--- config.mk ---
export PLATFORM = sky130hd
export DESIGN_NAME = sop_array_top
export DESIGN_NICKNAME = d
export VERILOG_FILES = /design/src/rtl/sop_pkg.sv /design/src/rtl/sop_rst_sync.sv /design/src/rtl/sop_cfg_chain.sv /design/src/rtl/sop_and_plane.sv /design/src/rtl/sop_or_plane.sv /design/src/rtl/sop_array_top.sv
export SDC_FILE = /design/constraint.sdc
export NUM_CORES = 1
export LEC_CHECK = 0
export BUFFER_PORTS_ARGS = -buffer_cell sky130_fd_sc_hd__clkbuf_2
export CAP_MARGIN = 20
export CORE_MARGIN = 3
export CORE_UTILIZATION = 47
export DETAILED_ROUTE_END_ITERATION = 8
export GPL_TIMING_DRIVEN = 0
export SKIP_LAST_GASP = 1
export SYNTH_ARGS = -nofsm -noshare
export SYNTH_HDL_FRONTEND = slang
export SYNTH_SLANG_ARGS = --single-unit
--- constraint.sdc ---
create_clock -name clk -period 2.58 [get_ports clk]
set_input_delay 0.258 -clock clk [delete_from_list [all_inputs] [get_ports clk]]
set_output_delay 0.258 -clock clk [all_outputs]
set_load 0.05 [all_outputs]
--- src/rtl/sop_pkg.sv ---
package sop_pkg;
  // Width of the AND plane: two literals per input per product term.
  function automatic int and_plane_bits(input int n_in, input int n_term);
    return 2 * n_in * n_term;
  endfunction

  // Width of the OR plane: one connection per term per output.
  function automatic int or_plane_bits(input int n_term, input int n_out);
    return n_term * n_out;
  endfunction
endpackage

--- src/rtl/sop_rst_sync.sv ---
module sop_rst_sync #(
  parameter int STAGES = 2
) (
  input  logic clk,
  input  logic rst_n,
  output logic rst_sync_n
);
  logic [STAGES-1:0] sync_q;
  logic [STAGES-1:0] sync_d;

  always_comb begin
    sync_d = {sync_q[STAGES-2:0], 1'b1};
  end

  always_ff @(posedge clk or negedge rst_n) begin
    if (!rst_n) begin
      sync_q <= '0;
    end else begin
      sync_q <= sync_d;
    end
  end

  assign rst_sync_n = sync_q[STAGES-1];
endmodule

--- src/rtl/sop_cfg_chain.sv ---
module sop_cfg_chain #(
  parameter int WIDTH = 66
) (
  input  logic             clk,
  input  logic             rst_n,
  input  logic             shift_en,
  input  logic             shift_in,
  output logic [WIDTH-1:0] chain
);
  logic [WIDTH-1:0] chain_q;
  logic [WIDTH-1:0] chain_d;

  // Next state: shift toward the MSB, new bit enters at bit 0.
  always_comb begin
    chain_d = {chain_q[WIDTH-2:0], shift_in};
  end

  always_ff @(posedge clk or negedge rst_n) begin
    if (!rst_n) begin
      chain_q <= '0;
    end else if (shift_en) begin
      chain_q <= chain_d;
    end
  end

  assign chain = chain_q;
endmodule

--- src/rtl/sop_and_plane.sv ---
module sop_and_plane #(
  parameter int N_IN   = 4,
  parameter int N_TERM = 6
) (
  input  logic [N_IN-1:0]          in_vec,
  input  logic [2*N_IN*N_TERM-1:0] and_cfg,
  output logic [N_TERM-1:0]        term
);
  localparam int LW = 2 * N_IN;

  logic [LW-1:0] literal;

  // Odd positions hold the true form, even positions hold the inverted form.
  for (genvar i = 0; i < N_IN; i++) begin : g_lit
    assign literal[2*i+1] = in_vec[i];
    assign literal[2*i]   = ~in_vec[i];
  end

  // An unconnected literal is treated as 1, so an empty term evaluates to 1.
  for (genvar t = 0; t < N_TERM; t++) begin : g_term
    logic [LW-1:0] sel;
    assign sel     = and_cfg[t*LW +: LW];
    assign term[t] = &(~sel | literal);
  end
endmodule

--- src/rtl/sop_or_plane.sv ---
module sop_or_plane #(
  parameter int N_TERM = 6,
  parameter int N_OUT  = 3
) (
  input  logic [N_TERM-1:0]       term,
  input  logic [N_TERM*N_OUT-1:0] or_cfg,
  output logic [N_OUT-1:0]        out_vec
);
  for (genvar o = 0; o < N_OUT; o++) begin : g_out
    assign out_vec[o] = |(or_cfg[o*N_TERM +: N_TERM] & term);
  end
endmodule

--- src/rtl/sop_array_top.sv ---
module sop_array_top #(
  parameter int N_IN   = 4,
  parameter int N_TERM = 6,
  parameter int N_OUT  = 3
) (
  input  logic             clk,
  input  logic             rst_n,
  input  logic             cfg_load,
  input  logic             cfg_data,
  input  logic [N_IN-1:0]  in_vec,
  output logic [N_OUT-1:0] out_vec
);
  localparam int AND_BITS = sop_pkg::and_plane_bits(N_IN, N_TERM);
  localparam int OR_BITS  = sop_pkg::or_plane_bits(N_TERM, N_OUT);
  localparam int TOTAL    = AND_BITS + OR_BITS;

  logic             rst_sync_n;
  logic [TOTAL-1:0] cfg_chain;
  logic [N_TERM-1:0] term;

  sop_rst_sync #(.STAGES(2)) u_rst (
    .clk        (clk),
    .rst_n      (rst_n),
    .rst_sync_n (rst_sync_n)
  );

  sop_cfg_chain #(.WIDTH(TOTAL)) u_chain (
    .clk      (clk),
    .rst_n    (rst_sync_n),
    .shift_en (cfg_load),
    .shift_in (cfg_data),
    .chain    (cfg_chain)
  );

  sop_and_plane #(.N_IN(N_IN), .N_TERM(N_TERM)) u_and (
    .in_vec  (in_vec),
    .and_cfg (cfg_chain[TOTAL-1:OR_BITS]),
    .term    (term)
  );

  sop_or_plane #(.N_TERM(N_TERM), .N_OUT(N_OUT)) u_or (
    .term    (term),
    .or_cfg  (cfg_chain[OR_BITS-1:0]),
    .out_vec (out_vec)
  );
endmodule

## After elaboration in Yosys (flattened, before gate mapping)

Cells that the tools add are included.

| word-level totals | value |
|---|---|
| bits in registers | 68 |
| bits of input ports | 8 |
| logic and storage cells | 30 |
| output and inout bits | 3 |

| cells by class | value |
|---|---|
| bitwise gates (word level) | 19 |
| reductions and logical operators | 9 |

Operator list:

| operator | count |
|---|---|
| NOT 8 bit | 6 |
| bitwise OR 8 bit | 6 |
| AND reduction 8 bit | 6 |
| bitwise AND 6 bit | 3 |
| OR reduction 6 bit | 3 |
| NOT 1 bit | 4 |

## Longest topological paths before layout

| depth | value |
|---|---|
| word-level depth | 5 |
| mapped depth | 5 |
| mapped depth without buffers | 4 |

## Modules after synthesis

A second synthesis with hierarchy kept.

| second synthesis, totals | value |
|---|---|
| cells, all modules | 188 |
| area total of the unflattened synthesis | 3081.7 sq um |

Modules (own cells, without submodules):

| module | cells each | area an instance (sq um) | times used |
|---|---|---|---|
| sop_cfg_chain | 139 | 2611.3 | 1 |
| sop_and_plane | 34 | 334.1 | 1 |
| sop_or_plane | 12 | 82.6 | 1 |
| sop_rst_sync | 3 | 53.8 | 1 |

## Worst setup path after synthesis

Ideal clock, no wire load.

| path | value |
|---|---|
| path type | input to output |
| from | input port in_vec[0] |
| to | output port out_vec[0] |
| stages on the path | 5 |
| required time | 2322 ps |
| arrival | 1281 ps |
| path buffers | 1 |
| path slack | 1041 ps |
| path through | buf_6 > mux2i_1 > and4_1 > a22oi_1 > nand3_1 |

| between the ends | value |
|---|---|
| word-level cells in the longest chain between the ends | 5 |

Ends and longest elaborated chain:

| item | line | text |
|---|---|---|
| start, declared | sop_array_top.sv:10 | `input logic [N_IN-1:0] in_vec,` |
| NOT 1 bit | sop_and_plane.sv:16 | `assign literal[2*i] = ~in_vec[i];` |
| bitwise OR 8 bit | sop_and_plane.sv:23 | `assign term[t] = &(~sel \| literal);` |
| AND reduction 8 bit | sop_and_plane.sv:23 |  |
| bitwise AND 6 bit * | sop_or_plane.sv:10 | `assign out_vec[o] = \|(or_cfg[o*N_TERM +: N_TERM] & term);` |
| OR reduction 6 bit * | sop_or_plane.sv:10 |  |
| end, declared | sop_array_top.sv:11 | `output logic [N_OUT-1:0] out_vec` |

Mark *: on every way between the ends. The rest lies on a longest branch, timed or not.

## Final worst setup path

| path | value |
|---|---|
| from | register u_chain.chain_q[50] (netlist: u_chain.chain[50]) |
| to | output port out_vec[2] |

| between the ends | value |
|---|---|
| word-level cells in the longest chain between the ends | 5 |

Ends and longest elaborated chain:

| item | line | text |
|---|---|---|
| start, declared | sop_cfg_chain.sv:10 | `logic [WIDTH-1:0] chain_q;` |
| start signal, assigned | sop_cfg_chain.sv:22 | `chain_q <= chain_d;` |
| NOT 8 bit | sop_and_plane.sv:23 |  |
| bitwise OR 8 bit | sop_and_plane.sv:23 |  |
| AND reduction 8 bit | sop_and_plane.sv:23 |  |
| bitwise AND 6 bit | sop_or_plane.sv:10 |  |
| OR reduction 6 bit | sop_or_plane.sv:10 |  |

No other way between the ends.

==> run_results.csv <==
group,metric,value,unit
worst_setup_path,path_max_fanout,3,
yosys,ys_seq_elements,68,
sta,tightestPinTransition,0.775,ns
die,io_pins,11,
power_and_ir_drop,leakage,1.60,nW
worst_setup_path,worstSetupPathType,"register to primary output",
die,core_area,0.00596,mm2
die,fp.dieW,84.7,um
detailed_routing,route.detailed.drc,0,
worst_setup_path,cp-start-kind,"register",
yosys,ys.warnings.count,0,
yosys,syn-cell-area,0.00291,mm2
cts,cts_num_sinks,68,
sta,timing_hold_violations_final,0,
final_layout,multiInputGateArea,0.00112,mm2
detailed_routing,dr.pass1.iters,4,
cts,clockRootBuffer,"clkbuf_8",
detailed_routing,wl,4.98,mm
placement,gp_congestion,0.759,
detailed_routing,wire_per_inst,17.4,um
detailed_routing,detail-route-antenna-nets,0,
cts,cts_tree,"built",
global_route,grt_max_degree,36,
yosys,seq_area_frac_synth,58.4,%
yosys,syn_nets,196,
sta,setup-tns-final,0,ns
placement,dp_hpwl,3.46,mm
final_layout,diodes,0,
global_route,grt.overflow.total,0,
cts,cts_buffer_depth,2,
global_route,antenna_found_initial,0,
final_layout,regArea,0.00170,mm2
yosys,syn_inst,188,
yosys,synth.top_cell.area_share,58.4,%
detailed_routing,vias_per_cell,5.48,
sta,setup_viol,0,
cts,cts_buffers,9,
die,initial_core_util,48.9,%
die,die_h,84.7,um
cts,cts_resized,0,
placement,io_buffers,5,
detailed_routing,vias,1567,
global_route,grt_pass1_vias,1727,
yosys,synth_area_leader_cell,"dfrtp_1",
power_and_ir_drop,ir_drop,464,uV
global_route,gr-usage-all-layers,15.8,%
sta,fin_crit_sh,77.9,%
yosys,synth_area_leaders,"dfrtp_1, mux2_2, mux2i_1",
sta,slew_viol_final,0,
sta,maxSlewHeadroom,48.3,%
yosys,synth.distinct_cells,10,
cts,clkLatencyLatePin,0.33,ns
die,row_count,28,
final_layout,syn2layout_area_growth,12.6,%
worst_setup_path,crit_arrival,1.75,ns
yosys,syn_area_per_cell,15.5,um2
min_path,min-delay-path-class,"input port to register",
sta,worst_hold_slack,0.161,ns
detailed_routing,dr.first_iter.drc_count,79,
die,die_area,0.00718,mm2
cts,path_clk_slew,0.07,ns
run_status,status,"finished, final reports clean",
sta,finalClockSkew,0.00968,ns
power_and_ir_drop,power_density,862,mW/mm2
final_layout,final_nets,214,
sta,rsz0062_at_grt,"no",
run,cap_violations,0,
worst_setup_path,crit_path_end_kind,"primary output",
cts,cts_htree_levels,3,
sta,fmax,0.498,GHz
sta,fin_crit,2.01,ns
final_layout,fill_cells,514,
worst_setup_path,required,2.32,ns
global_route,grt_pass1_wl,8.66,mm
final_layout,layout-drive-gt1-share,46.9,%
cts,cts_setup_buffers,0,
through the flow:
stage	utilization, %	setup slack, ns	cell area [um2]	power [W]	std cells
after CTS	55.1	0.556	3280	0.00287	286
after global placement	50.9	0.0321	3030	0.00188	268
final	55.1	0.570	3280	0.00283	286
after floorplan	-	0.546	2910	0.00178	188
after global routing	55.1	0.463	3280	0.00299	286
after detailed placement	51.3	0.846	3050	0.00192	269
synth_stat cells:
cell type	count
a22oi_1	9
and4_1	6
buf_2	3
buf_4	4
buf_6	4
conb_1	1
dfrtp_1	68
mux2_2	66
mux2i_1	24
nand3_1	3
worst max-delay path, cell delays in order (launching register included):
cell	delay (ns)
dfrtp_1	0.39
mux2i_1	0.16
and4_1	0.33
a22oi_1	0.10
nand3_1	0.13
clkbuf_2	0.29
per-layer routing:
layer,up-vias,global-route usage [%],wire length (um)
li1,724,-,-
met1,813,19.8,2210
met2,20,26.2,2540
met3,10,3.53,136
met5,-,0,0
met4,0,6.91,93
state kept, by name, summed over array words and instances, names as in the netlist:
name,flops
u_chain.chain,66
u_rst.sync_q,2
logic make-up (layout without fill, tap and decap cells):
group	Yosys count	in the layout	share of synthesized area, %
DFF	68	68	58.4
AOI/OAI and AO/OA	9	9	2.32
muxes	90	90	33.7
other	1	1	0.129
buffers and inverters	11	34	3.09
and+or+nand+nor	9	9	2.32
path summary, 6_finish.rpt:
kind | from | to | slack [ns] | depth (start not counted)
worst min-delay path | cfg_data | u_chain.chain[0] | 0.16 | 2
worst max register to register | u_rst.sync_q[1] | u_chain.chain[40] | 1.59 | 1
min in group asynchronous | rst_n | u_rst.sync_q[1] | 0.24 | 2
worst min register to register | u_rst.sync_q[1] | u_chain.chain[0] | 0.35 | 0
worst max-delay path | u_chain.chain[50] | out_vec[2] | 0.57 | 5
max in group asynchronous | u_rst.sync_q[1] | u_chain.chain[40] | 1.59 | 1
placed cells by master (no fill, tap or decap), types with 2 or more instances in the layout:
cell and n:
clkinv_2 3, nand3_1 3, dfrtp_1 67, and4_1 6, buf_6 4, mux2_2 66, bufinv_16 2, clkbuf_2 5
a22oi_1 9, buf_4 4, clkbuf_8 10, mux2i_1 24, buf_2 3
where the power goes:
group | leakage [nW] | switching [W] | internal (W)
Clock | 0.113 | 0.000370 | 0.000566
Combinational | 0.588 | 0.000209 | 0.000261
Sequential | 0.895 | 0.000157 | 0.00127
Total | 1.60 | 0.000737 | 0.00209
timing repair:
action / CTS / global route
setup endpoints to repair: 0 / 0
hold buffers: 1 / 0
hold endpoints to repair: 2 / 0
layout make-up:
| cell class | instances | area share (%) |
|---|---|---|
| buffer | 11 | 2.75 |
| sequential | 68 | 51.9 |
| clock buffer | 11 | 4.31 |
| tap | 75 | 2.86 |
| clock inverter | 5 | 2.29 |
| timing repair buffer | 7 | 1.68 |
| multi-input combinational | 109 | 34.2 |
(Power assumes the default switching activity.)
